===== src/rtl/pinred_pkg.sv =====
package pinred_pkg;

  typedef enum logic [1:0] {
    INIT_CONT    = 2'b00,
    INIT_CHANGE  = 2'b01,
    INIT_TRIG    = 2'b10,
    INIT_TRIGCHG = 2'b11
  } initMode_e;

  localparam logic [1:0] CFG_ACTIVE = 2'b01;
  localparam int         MIN_LEN    = 4;

  // strobes from control to datapath, all single-cycle
  typedef struct packed {
    logic load;    // capture parIn, clear receive register
    logic shift;   // advance transmit register (falling sck)
    logic sample;  // take miso (rising sck)
    logic commit;  // publish received frame on parOut
  } dpStrobe_t;

endpackage


===== src/rtl/pinred_ctrl.sv =====
module pinred_ctrl
  import pinred_pkg::*;
#(
  parameter int DATA_W   = 16,
  parameter int NUM_ATTR = 2,
  parameter int DIV_W    = 4,
  localparam int LEN_W   = $clog2(DATA_W + 1),
  localparam int SEL_W   = (NUM_ATTR > 1) ? $clog2(NUM_ATTR) : 1
) (
  input  logic                      clk,
  input  logic                      rstN,
  input  logic [1:0]                cfgMode,
  input  logic [1:0]                initMode,
  input  logic [SEL_W-1:0]          attrSel,
  input  logic [NUM_ATTR*DIV_W-1:0] attrDiv,
  input  logic [NUM_ATTR*LEN_W-1:0] attrLen,
  input  logic                      trigIn,
  input  logic                      dataDiffers,
  output logic                      sck,
  output logic                      csN,
  output dpStrobe_t                 strobe,
  output logic [LEN_W-1:0]          activeLen
);

  typedef enum logic [1:0] {ST_IDLE, ST_RUN, ST_GAP} state_e;

  state_e           state;
  logic [DIV_W:0]   halfCnt;
  logic [LEN_W-1:0] bitCnt;
  logic [DIV_W-1:0] curDiv;
  logic [LEN_W-1:0] curLen;
  logic             sckQ, csNQ, trigPend;

  logic [DIV_W-1:0] selDivRaw, selDiv;
  logic [LEN_W-1:0] selLenRaw, selLen;
  logic enabled, trigAny, go, startNow, consume, halfDone;

  // pick the attribute set
  always_comb begin
    selDivRaw = '0;
    selLenRaw = '0;
    for (int k = 0; k < NUM_ATTR; k++) begin
      if (attrSel == SEL_W'(k)) begin
        selDivRaw = attrDiv[k*DIV_W +: DIV_W];
        selLenRaw = attrLen[k*LEN_W +: LEN_W];
      end
    end
    selDiv = (selDivRaw == '0) ? DIV_W'(1) : selDivRaw;
    if (selLenRaw < LEN_W'(MIN_LEN))     selLen = LEN_W'(MIN_LEN);
    else if (selLenRaw > LEN_W'(DATA_W)) selLen = LEN_W'(DATA_W);
    else                                 selLen = selLenRaw;
  end

  always_comb begin
    enabled = (cfgMode == CFG_ACTIVE);
    trigAny = trigPend | trigIn;
    case (initMode_e'(initMode))
      INIT_CONT:    go = 1'b1;
      INIT_CHANGE:  go = dataDiffers;
      INIT_TRIG:    go = trigAny;
      INIT_TRIGCHG: go = trigAny & dataDiffers;
      default:      go = 1'b0;
    endcase
    startNow = (state == ST_IDLE) && enabled && go;
    consume  = (state == ST_IDLE) && enabled && initMode[1] && trigAny;
    halfDone = (halfCnt == '0);

    strobe.load   = startNow;
    strobe.sample = (state == ST_RUN) && halfDone && !sckQ;
    strobe.shift  = (state == ST_RUN) && halfDone && sckQ && (bitCnt != '0);
    strobe.commit = (state == ST_RUN) && halfDone && sckQ && (bitCnt == '0);

    activeLen = (state == ST_IDLE) ? selLen : curLen;
  end

  always_ff @(posedge clk) begin
    if (!rstN) begin
      state    <= ST_IDLE;
      halfCnt  <= '0;
      bitCnt   <= '0;
      curDiv   <= DIV_W'(1);
      curLen   <= LEN_W'(MIN_LEN);
      sckQ     <= 1'b0;
      csNQ     <= 1'b1;
      trigPend <= 1'b0;
    end else begin
      if (!enabled || consume) trigPend <= 1'b0;
      else                     trigPend <= trigPend | trigIn;

      case (state)
        ST_IDLE: begin
          if (startNow) begin
            state   <= ST_RUN;
            csNQ    <= 1'b0;
            sckQ    <= 1'b0;
            curDiv  <= selDiv;
            curLen  <= selLen;
            halfCnt <= {1'b0, selDiv} - (DIV_W+1)'(1);
            bitCnt  <= selLen - LEN_W'(1);
          end
        end
        ST_RUN: begin
          if (!halfDone) begin
            halfCnt <= halfCnt - (DIV_W+1)'(1);
          end else if (!sckQ) begin
            sckQ    <= 1'b1;
            halfCnt <= {1'b0, curDiv} - (DIV_W+1)'(1);
          end else begin
            sckQ <= 1'b0;
            if (bitCnt == '0) begin
              state   <= ST_GAP;
              csNQ    <= 1'b1;
              halfCnt <= {curDiv, 1'b0} - (DIV_W+1)'(1);
            end else begin
              bitCnt  <= bitCnt - LEN_W'(1);
              halfCnt <= {1'b0, curDiv} - (DIV_W+1)'(1);
            end
          end
        end
        ST_GAP: begin
          if (halfDone) state <= ST_IDLE;
          else          halfCnt <= halfCnt - (DIV_W+1)'(1);
        end
        default: state <= ST_IDLE;
      endcase
    end
  end

  assign sck = sckQ;
  assign csN = csNQ;

endmodule


===== src/rtl/pinred_dp.sv =====
module pinred_dp
  import pinred_pkg::*;
#(
  parameter int DATA_W = 16,
  localparam int LEN_W = $clog2(DATA_W + 1)
) (
  input  logic              clk,
  input  logic              rstN,
  input  dpStrobe_t         strobe,
  input  logic [LEN_W-1:0]  activeLen,
  input  logic [DATA_W-1:0] parIn,
  input  logic              miso,
  output logic              mosi,
  output logic [DATA_W-1:0] parOut,
  output logic              dataDiffers
);

  logic [DATA_W-1:0] txShift, rxShift, lastTx, lenMask;
  logic              mosiBit;

  for (genvar i = 0; i < DATA_W; i++) begin : g_mask
    assign lenMask[i] = (LEN_W'(i) < activeLen);
  end

  // top bit of the active window goes out first
  always_comb begin
    mosiBit = 1'b0;
    for (int i = 0; i < DATA_W; i++) begin
      if (LEN_W'(i + 1) == activeLen) mosiBit = txShift[i];
    end
  end

  always_ff @(posedge clk) begin
    if (!rstN) begin
      txShift <= '0;
      rxShift <= '0;
      lastTx  <= '0;
      parOut  <= '0;
    end else begin
      if (strobe.load) begin
        txShift <= parIn & lenMask;
        lastTx  <= parIn & lenMask;
        rxShift <= '0;
      end
      if (strobe.shift)  txShift <= {txShift[DATA_W-2:0], 1'b0};
      if (strobe.sample) rxShift <= {rxShift[DATA_W-2:0], miso};
      if (strobe.commit) parOut  <= rxShift & lenMask;
    end
  end

  assign mosi        = mosiBit;
  assign dataDiffers = ((parIn & lenMask) != lastTx);

endmodule


===== src/rtl/pinred_master.sv =====
module pinred_master
  import pinred_pkg::*;
#(
  parameter int DATA_W   = 16,
  parameter int NUM_ATTR = 2,
  parameter int DIV_W    = 4,
  localparam int LEN_W   = $clog2(DATA_W + 1),
  localparam int SEL_W   = (NUM_ATTR > 1) ? $clog2(NUM_ATTR) : 1
) (
  input  logic                      clk,
  input  logic                      rstN,
  input  logic [1:0]                cfgMode,
  input  logic [1:0]                initMode,
  input  logic [SEL_W-1:0]          attrSel,
  input  logic [NUM_ATTR*DIV_W-1:0] attrDiv,
  input  logic [NUM_ATTR*LEN_W-1:0] attrLen,
  input  logic [DATA_W-1:0]         parIn,
  input  logic                      trigIn,
  input  logic                      miso,
  output logic                      sck,
  output logic                      csN,
  output logic                      mosi,
  output logic [DATA_W-1:0]         parOut
);

  dpStrobe_t        strobe;
  logic [LEN_W-1:0] activeLen;
  logic             dataDiffers;

  pinred_ctrl #(.DATA_W(DATA_W), .NUM_ATTR(NUM_ATTR), .DIV_W(DIV_W)) u_ctrl (
    .clk(clk), .rstN(rstN), .cfgMode(cfgMode), .initMode(initMode),
    .attrSel(attrSel), .attrDiv(attrDiv), .attrLen(attrLen), .trigIn(trigIn),
    .dataDiffers(dataDiffers), .sck(sck), .csN(csN), .strobe(strobe),
    .activeLen(activeLen)
  );

  pinred_dp #(.DATA_W(DATA_W)) u_dp (
    .clk(clk), .rstN(rstN), .strobe(strobe), .activeLen(activeLen),
    .parIn(parIn), .miso(miso), .mosi(mosi), .parOut(parOut),
    .dataDiffers(dataDiffers)
  );

endmodule


===== config.mk =====
export PLATFORM = sky130hd
export DESIGN_NAME = pinred_master
export DESIGN_NICKNAME = d
export VERILOG_FILES = /design/src/rtl/pinred_pkg.sv /design/src/rtl/pinred_ctrl.sv /design/src/rtl/pinred_dp.sv /design/src/rtl/pinred_master.sv
export SDC_FILE = /design/constraint.sdc
export NUM_CORES = 1
export LEC_CHECK = 0
export ABC_AREA = 1
export BUFFER_PORTS_ARGS = -buffer_cell sky130_fd_sc_hd__buf_2
export CAP_MARGIN = 20
export CORE_ASPECT_RATIO = 2
export CORE_MARGIN = 2
export CORE_UTILIZATION = 55
export DETAILED_ROUTE_END_ITERATION = 6
export GPL_ROUTABILITY_DRIVEN = 0
export HOLD_SLACK_MARGIN = 0.02
export PLACE_DENSITY = 0.86
export SKIP_LAST_GASP = 1
export SLEW_MARGIN = 10
export SYNTH_ARGS = -nofsm -noshare
export SYNTH_HDL_FRONTEND = slang
export SYNTH_SLANG_ARGS = --single-unit

===== constraint.sdc =====
create_clock -name clk -period 3.4 [get_ports clk]
set_input_delay 0.51 -clock clk [delete_from_list [all_inputs] [get_ports clk]]
set_output_delay 0.51 -clock clk [all_outputs]
set_load 0.05 [all_outputs]

==> results of run 1 <==
-- cells by family after synthesis --
group / count (synthesis)
AO/OA/AOI/OAI: 160
XOR/XNOR: 8
adder cells (fa/ha/maj): 8
buffers and inverters: 124
flip-flops: 88
multiplexers: 2
AND/OR/NAND/NOR: 349
-- flip-flops by register name, summed over array words and instances, names as in the netlist, 4 cells and up --
register	cells
u_dp.txShift	16
u_dp.rxShift	16
u_ctrl.bitCnt	5
u_dp.lastTx	16
u_ctrl.halfCnt	5
u_dp.parOut	16
u_ctrl.curLen	5
u_ctrl.curDiv	4
-- where the power goes --
group          internal, mW  leakage, nW  switching [mW]  total (mW)
Sequential             1.15        0.715          0.0885        1.24
Combinational         0.792         1.72            1.63        2.43
Clock                 0.526        0.142           0.455       0.980
Total                  2.47         2.58            2.18        4.65
-- cell type report --
class / count / area [um^2] / share of cell area, %
Clock buffer: 10 / 239 / 4.04
Clock inverter: 6 / 55.1 / 0.932
Timing Repair Buffer: 83 / 487 / 8.24
Inverter: 92 / 360 / 6.10
Multi-Input combinational cell: 527 / 2870 / 48.6
Tap cell: 102 / 128 / 2.16
Sequential cell: 88 / 1770 / 29.9
-- cells in the final DEF (no fill, tap or decap), types with 14 or more instances in the layout --
cell / synthesis / layout
inv_1: 81 / 77
nand2_1: 156 / 154
dfxtp_1: 88 / 86
o21ai_1: 13 / 14
o21ai_0: 47 / 46
nor2_1: 55 / 54
a21oi_1: 64 / 64
nand2_4: 11 / 17
nand3_1: 70 / 70
buf_2: 5 / 59
buf_4: 5 / 21
o22ai_1: 15 / 15
-- per-layer routing --
metal,routed length [um],GRT usage [%],share of wire [%]
met4,1450,22.7,8.8
met3,1260,6.69,7.6
met1,5360,33.2,32
met2,8470,58.4,51
met5,0,0,0
-- repair_timing --
action	CTS	global route
endpoints found under the setup margin	1	67
setup buffers	0	11
pin swaps	0	11
resized for setup	3	28
-- stage by stage --
stage | instances | util (%) | area, um^2 | total power, mW | setup slack (ns)
global route | 908 | 65.6 | 5910 | 4.91 | -0.0515
finish | 908 | 65.6 | 5910 | 4.65 | 0.134
CTS | 897 | 63.9 | 5760 | 4.36 | 0.00649
detailed placement | 881 | 60.5 | 5450 | 3.36 | 0.0533
floorplan | 739 | - | 5120 | 2.89 | 0.541
global placement | 881 | 60.5 | 5450 | 3.29 | 0.122
-- worst min path at each step --
stage / end / slack (ns) / start / cells after the start
after detailed placement: u_ctrl.curLen[2] / 0.47 / u_ctrl.curLen[2] / 2
after CTS: u_ctrl.trigPend / 0.39 / initMode[1] / 2
after floorplan: u_ctrl.curDiv[0] / 0.44 / u_ctrl.curDiv[0] / 2
final: u_ctrl.trigPend / 0.38 / initMode[1] / 2
after global placement: u_ctrl.curDiv[0] / 0.46 / u_ctrl.curDiv[0] / 2
after global routing: u_ctrl.trigPend / 0.39 / initMode[1] / 2
==> results_dict.tcl, run 1 <==
set metrics [dict create \
    status "finished, final reports clean" \
    crit_path_max_incr_delay_ns 0.37 \
    worstReg2RegEnd "u_dp.txShift[2]" \
    synth_edf_count 0 \
    cts_buffers 9 \
    clk_latency_ns 0.35 \
    leakage_nw 2.58 \
    path_max_fanout 7 \
    die_h_um 140 \
    die_x_um 72.2 \
    vias_per_cell 6.21 \
    synthCells 739 \
    final_nets 852 \
    grt_pass1_vias 5295 \
    synth_nets 790 \
    drive_gt1_share_pct 21.3 \
    synth_top_family_by_area "simple AND/OR/NAND/NOR gates" \
    maxSlewHeadroom_pct 47.5 \
    cp_cell_sequence "inv_4 -> ha_4 -> buf_4 -> buf_4 -> or2_2 -> nand2_2 -> nand3_1 -> nor2_1 -> nor2_1 -> nand4_1 -> nor2_1 -> nand3_1 -> nand2_1 -> nand4_1 -> buf_6" \
    crit_family "simple AND/OR/NAND/NOR gates" \
    whs_ns 0.385 \
    end_kind "output port" \
    crit_end "mosi" \
    drtIter0Drc 751 \
    initial_core_util_pct 56.8 \
    async_flop_share_pct 0 \
    dr.pass1.iters 6 \
    cts_tree "done" \
    crit_required_ns 2.89 \
    worst-path-stages 15 \
    rows 49 \
    coreArea_um2 9010 \
    grt_max_degree 46 \
    synth_cell_types 48 \
    clockBufferDepth 2 \
    holdBufCountCts 0 \
    worst_slew_pin_slew_ns 0.782 \
    grt_use_total_pct 33.0 \
    dominantRegCellSynth "dfxtp_1" \
    dieArea_um2 10100 \
    startpoint_type "flop" \
    drv_cap 0 \
    finalSetupViolations 0 \
    vdd_drop_max_uv 467 \
    crit_path_top_delay_cell "dfxtp_2" \
    r2r_slack_ns 0.23 \
    ant_nets 0 \
    area_growth_pct 15.5 \
    period_share_pct 96.0 \
    syn_area_per_cell_um2 6.92 \
    n_antenna_cell 0 \
    worstPathArrival_ns 2.76 \
    grt_pass1_wl_um 25800 \
    synth-compound-area-share_pct 17.7 \
    clockRootBuffer "clkbuf_16" \
    clk_pin_slew_worst_paths_ns 0.07 \
    netlist.area_leader.share_pct 34.4 \
    p_per_area_nw_per_um2 786 \
    wirelength_um 16500 \
    hpwl_um 11600 \
    ios 62 \
    slew_violations 0 \
    cts-htree-levels 3 \
    synth_area_um2 5120 \
    cp-startpoint "u_ctrl.state[1]" \
    yosys-top-cells-area "dfxtp_1 (34%), nand2_1 (11%), nand3_1 (6.8%)" \
    critical_path_class "reg2out" \
    synth-simple-area-share_pct 33.8 \
    fillers 742 \
    synthMuxAreaShare_pct 0.391 \
    cp_common_cell "nor2_1" \
    vias 5641 \
    io_buffers 61 \
    synth_most_common_cell "nand2_1" \
    crit_buf_inv 4 \
    worst-r2r-cell-count 18 \
    tns_ns 0 \
    clock-sinks 88 \
    synth-adder-area-share_pct 1.96 \
    r2r_start "u_ctrl.state[1]" \
    gr-total-overflow 0 \
    max_freq_mhz 306 \
    final-hold-violation-count 0 \
    seq_area_frac_synth_pct 34.4 \
    fin_crit_ns 3.27 \
    yosys-top-cells-count "nand2_1 (156), dfxtp_1 (88), inv_1 (81)" \
    wl_per_cell_um 18.2 \
    synth_xor_area_share_pct 1.37 \
    antenna_found_initial 0 \
    yosysWarnings 0 \
    remaining_drc_errors 0 \
    finClkSkew_ns 0.00598 \
    ys_seq_elements 88 \
    yosys.area.top_type "dfxtp_1" \
    hold_class "in2reg" \
]
Note: power is estimated with default switching activity, not from simulation.
==> run 2, diff against run 1 <==
Settings changed: CORE_UTILIZATION 55 to 35, PLACE_DENSITY 0.86 to 0.63.
==> run 2 against run 1 <==
Sequential share of layout area is 0.55 points lower. Register-to-register slack better by 0.13 ns. Clock skew is 0.0022 ns higher. First-iteration DRC count is 63% lower. Critical path depth is 2 higher. Clock-buffer cell count is 1 lower. Largest cell class unchanged.
==> results_dict.tcl, run 2 (synthesis gave the netlist of run 1 again) <==
set metrics [dict create \
    status "finished, final reports clean" \
    antenna_found_initial 0 \
    wl_per_cell_um 16.6 \
    whs_ns 0.407 \
    crit_required_ns 2.89 \
    die_x_um 89.5 \
    worst_slew_pin_slew_ns 0.792 \
    hp-start "initMode[1]" \
    wirelength_um 16600 \
    n_antenna_cell 0 \
    dr.pass1.iters 5 \
    max_freq_mhz 311 \
    grt_util_met3_pct 2.88 \
    rows 62 \
    remaining_drc_errors 0 \
    grt_pass1_vias 5020 \
    crit_family "simple AND/OR/NAND/NOR gates" \
    area_growth_pct 17.5 \
    hpwl_um 12600 \
    final_nets 853 \
    crit_end "mosi" \
    crit_path_max_incr_delay_ns 0.33 \
    clockRootBuffer "clkbuf_16" \
    grt.busiest_layer "met2" \
    r2r_start "u_ctrl.state[0]" \
    grt_use_total_pct 21.8 \
    worstPathArrival_ns 2.71 \
    leakage_nw 2.58 \
    final-hold-violation-count 0 \
    crit_buf_inv 4 \
    p_total_mw 4.66 \
    cts_buffers 9 \
    drive_gt1_share_pct 21.1 \
    fillers 1489 \
    worst-path-stages 17 \
    global_route.usage.met1_pct 22.3 \
    clockBufferDepth 2 \
    finClkSkew_ns 0.00816 \
    use_met2_pct 39.4 \
    r2r_slack_ns 0.36 \
    layout_common_cells "nand2_1 (156), dfxtp_1 (86), inv_1 (77), nand3_1 (69), a21oi_1 (64)" \
    grt_max_degree 46 \
    drtIter0Drc 275 \
    dp_slack_ns 0.106 \
    vias 5166 \
    hold_class "in2reg" \
    vias_per_cell 5.18 \
    critical_path_class "reg2out" \
    finalSetupViolations 0 \
    vdd_drop_max_uv 289 \
    layout_commonest_cell "nand2_1" \
    p_per_area_nw_per_um2 776 \
    cts_tree "done" \
    drv_cap 0 \
    dieArea_um2 15700 \
    initial_core_util_pct 35.6 \
    clk_latency_ns 0.35 \
    cp-startpoint "u_ctrl.state[0]" \
    worstReg2RegEnd "u_dp.rxShift[12]" \
    coreArea_um2 14400 \
    ios 62 \
    ant_nets 0 \
    tns_ns 0 \
    worst-r2r-cell-count 18 \
    end_kind "output port" \
    cts-htree-levels 3 \
    clk_pin_slew_worst_paths_ns 0.07 \
    crit_path_top_delay_cell "dfxtp_2" \
    startpoint_type "flop" \
    fin_ws_ns 0.182 \
    io_buffers 61 \
    gr-total-overflow 0 \
    grt_pass1_wl_um 25700 \
    slew_violations 0 \
    clock-sinks 88 \
    utilization_pct 41.9 \
    die_h_um 175 \
    period_share_pct 94.7 \
    holdBufCountCts 0 \
    cp_cell_sequence "inv_2 -> ha_4 -> buf_4 -> nand3_2 -> nand2_4 -> inv_2 -> nand2_1 -> nor2_1 -> nand3_1 -> o21ai_0 -> nor4_1 -> nand4_1 -> nor2_1 -> nand3_1 -> nand2_1 -> nand4_1 -> buf_6" \
    maxSlewHeadroom_pct 46.9 \
    path_max_fanout 8 \
    fin_crit_ns 3.22 \
]
## run 2: changes by cell type in the layout (fill, tap and decap cells not counted), sizes merged
| cell | previous run | this run |
|---|---|---|
| clkinv | 6 | 4 |
| bufinv | 0 | 2 |
| clkinvlp | 1 | 0 |
| inv | 91 | 92 |
## run 2: layout make-up
type	instances	area (um^2)	area share (%)
multi-input cells	527	2850	47.4
flip-flops and latches	88	1760	29.3
repair buffers	84	487	8.10
inverters	92	353	5.87
well taps	192	240	4.00
clock buffers	9	225	3.75
clock inverters	6	91.3	1.52
## run 2: power by group
| part | switching [mW] | internal (mW) |
|---|---|---|
| clock | 0.442 | 0.646 |
| sequential | 0.0805 | 1.15 |
| combinational | 1.59 | 0.755 |
| total | 2.11 | 2.55 |
## run 2: metrics by stage
stage | cells | instance area (um^2)
after global routing | 998 | 6010
after detailed placement | 980 | 5630
after floorplan | 739 | 5120
after CTS | 996 | 5950
final | 998 | 6010
after global placement | 980 | 5630
## run 2: routing by layer
metal	wire [um]	vias up
met5	0	-
met4	1020	0
met3	578	52
met2	8930	125
met1	6070	2418
li1	-	2571
## run 2: worst min-delay path by stage
stage                                   to  slack (ns)  depth (start not counted)
after floorplan           u_ctrl.curDiv[0]        0.44                          2
after global placement    u_ctrl.curLen[2]        0.45                          2
after detailed placement  u_ctrl.curLen[2]        0.46                          2
after CTS                  u_ctrl.trigPend        0.40                          2
after global routing       u_ctrl.trigPend        0.42                          2
final                      u_ctrl.trigPend        0.41                          2
## run 2: what timing repair did
action / in CTS / in global routing
buffers inserted: 1 / 2
setup endpoints to repair: 1 / 69
pin swaps: 1 / 5
gates resized for setup: 1 / 16
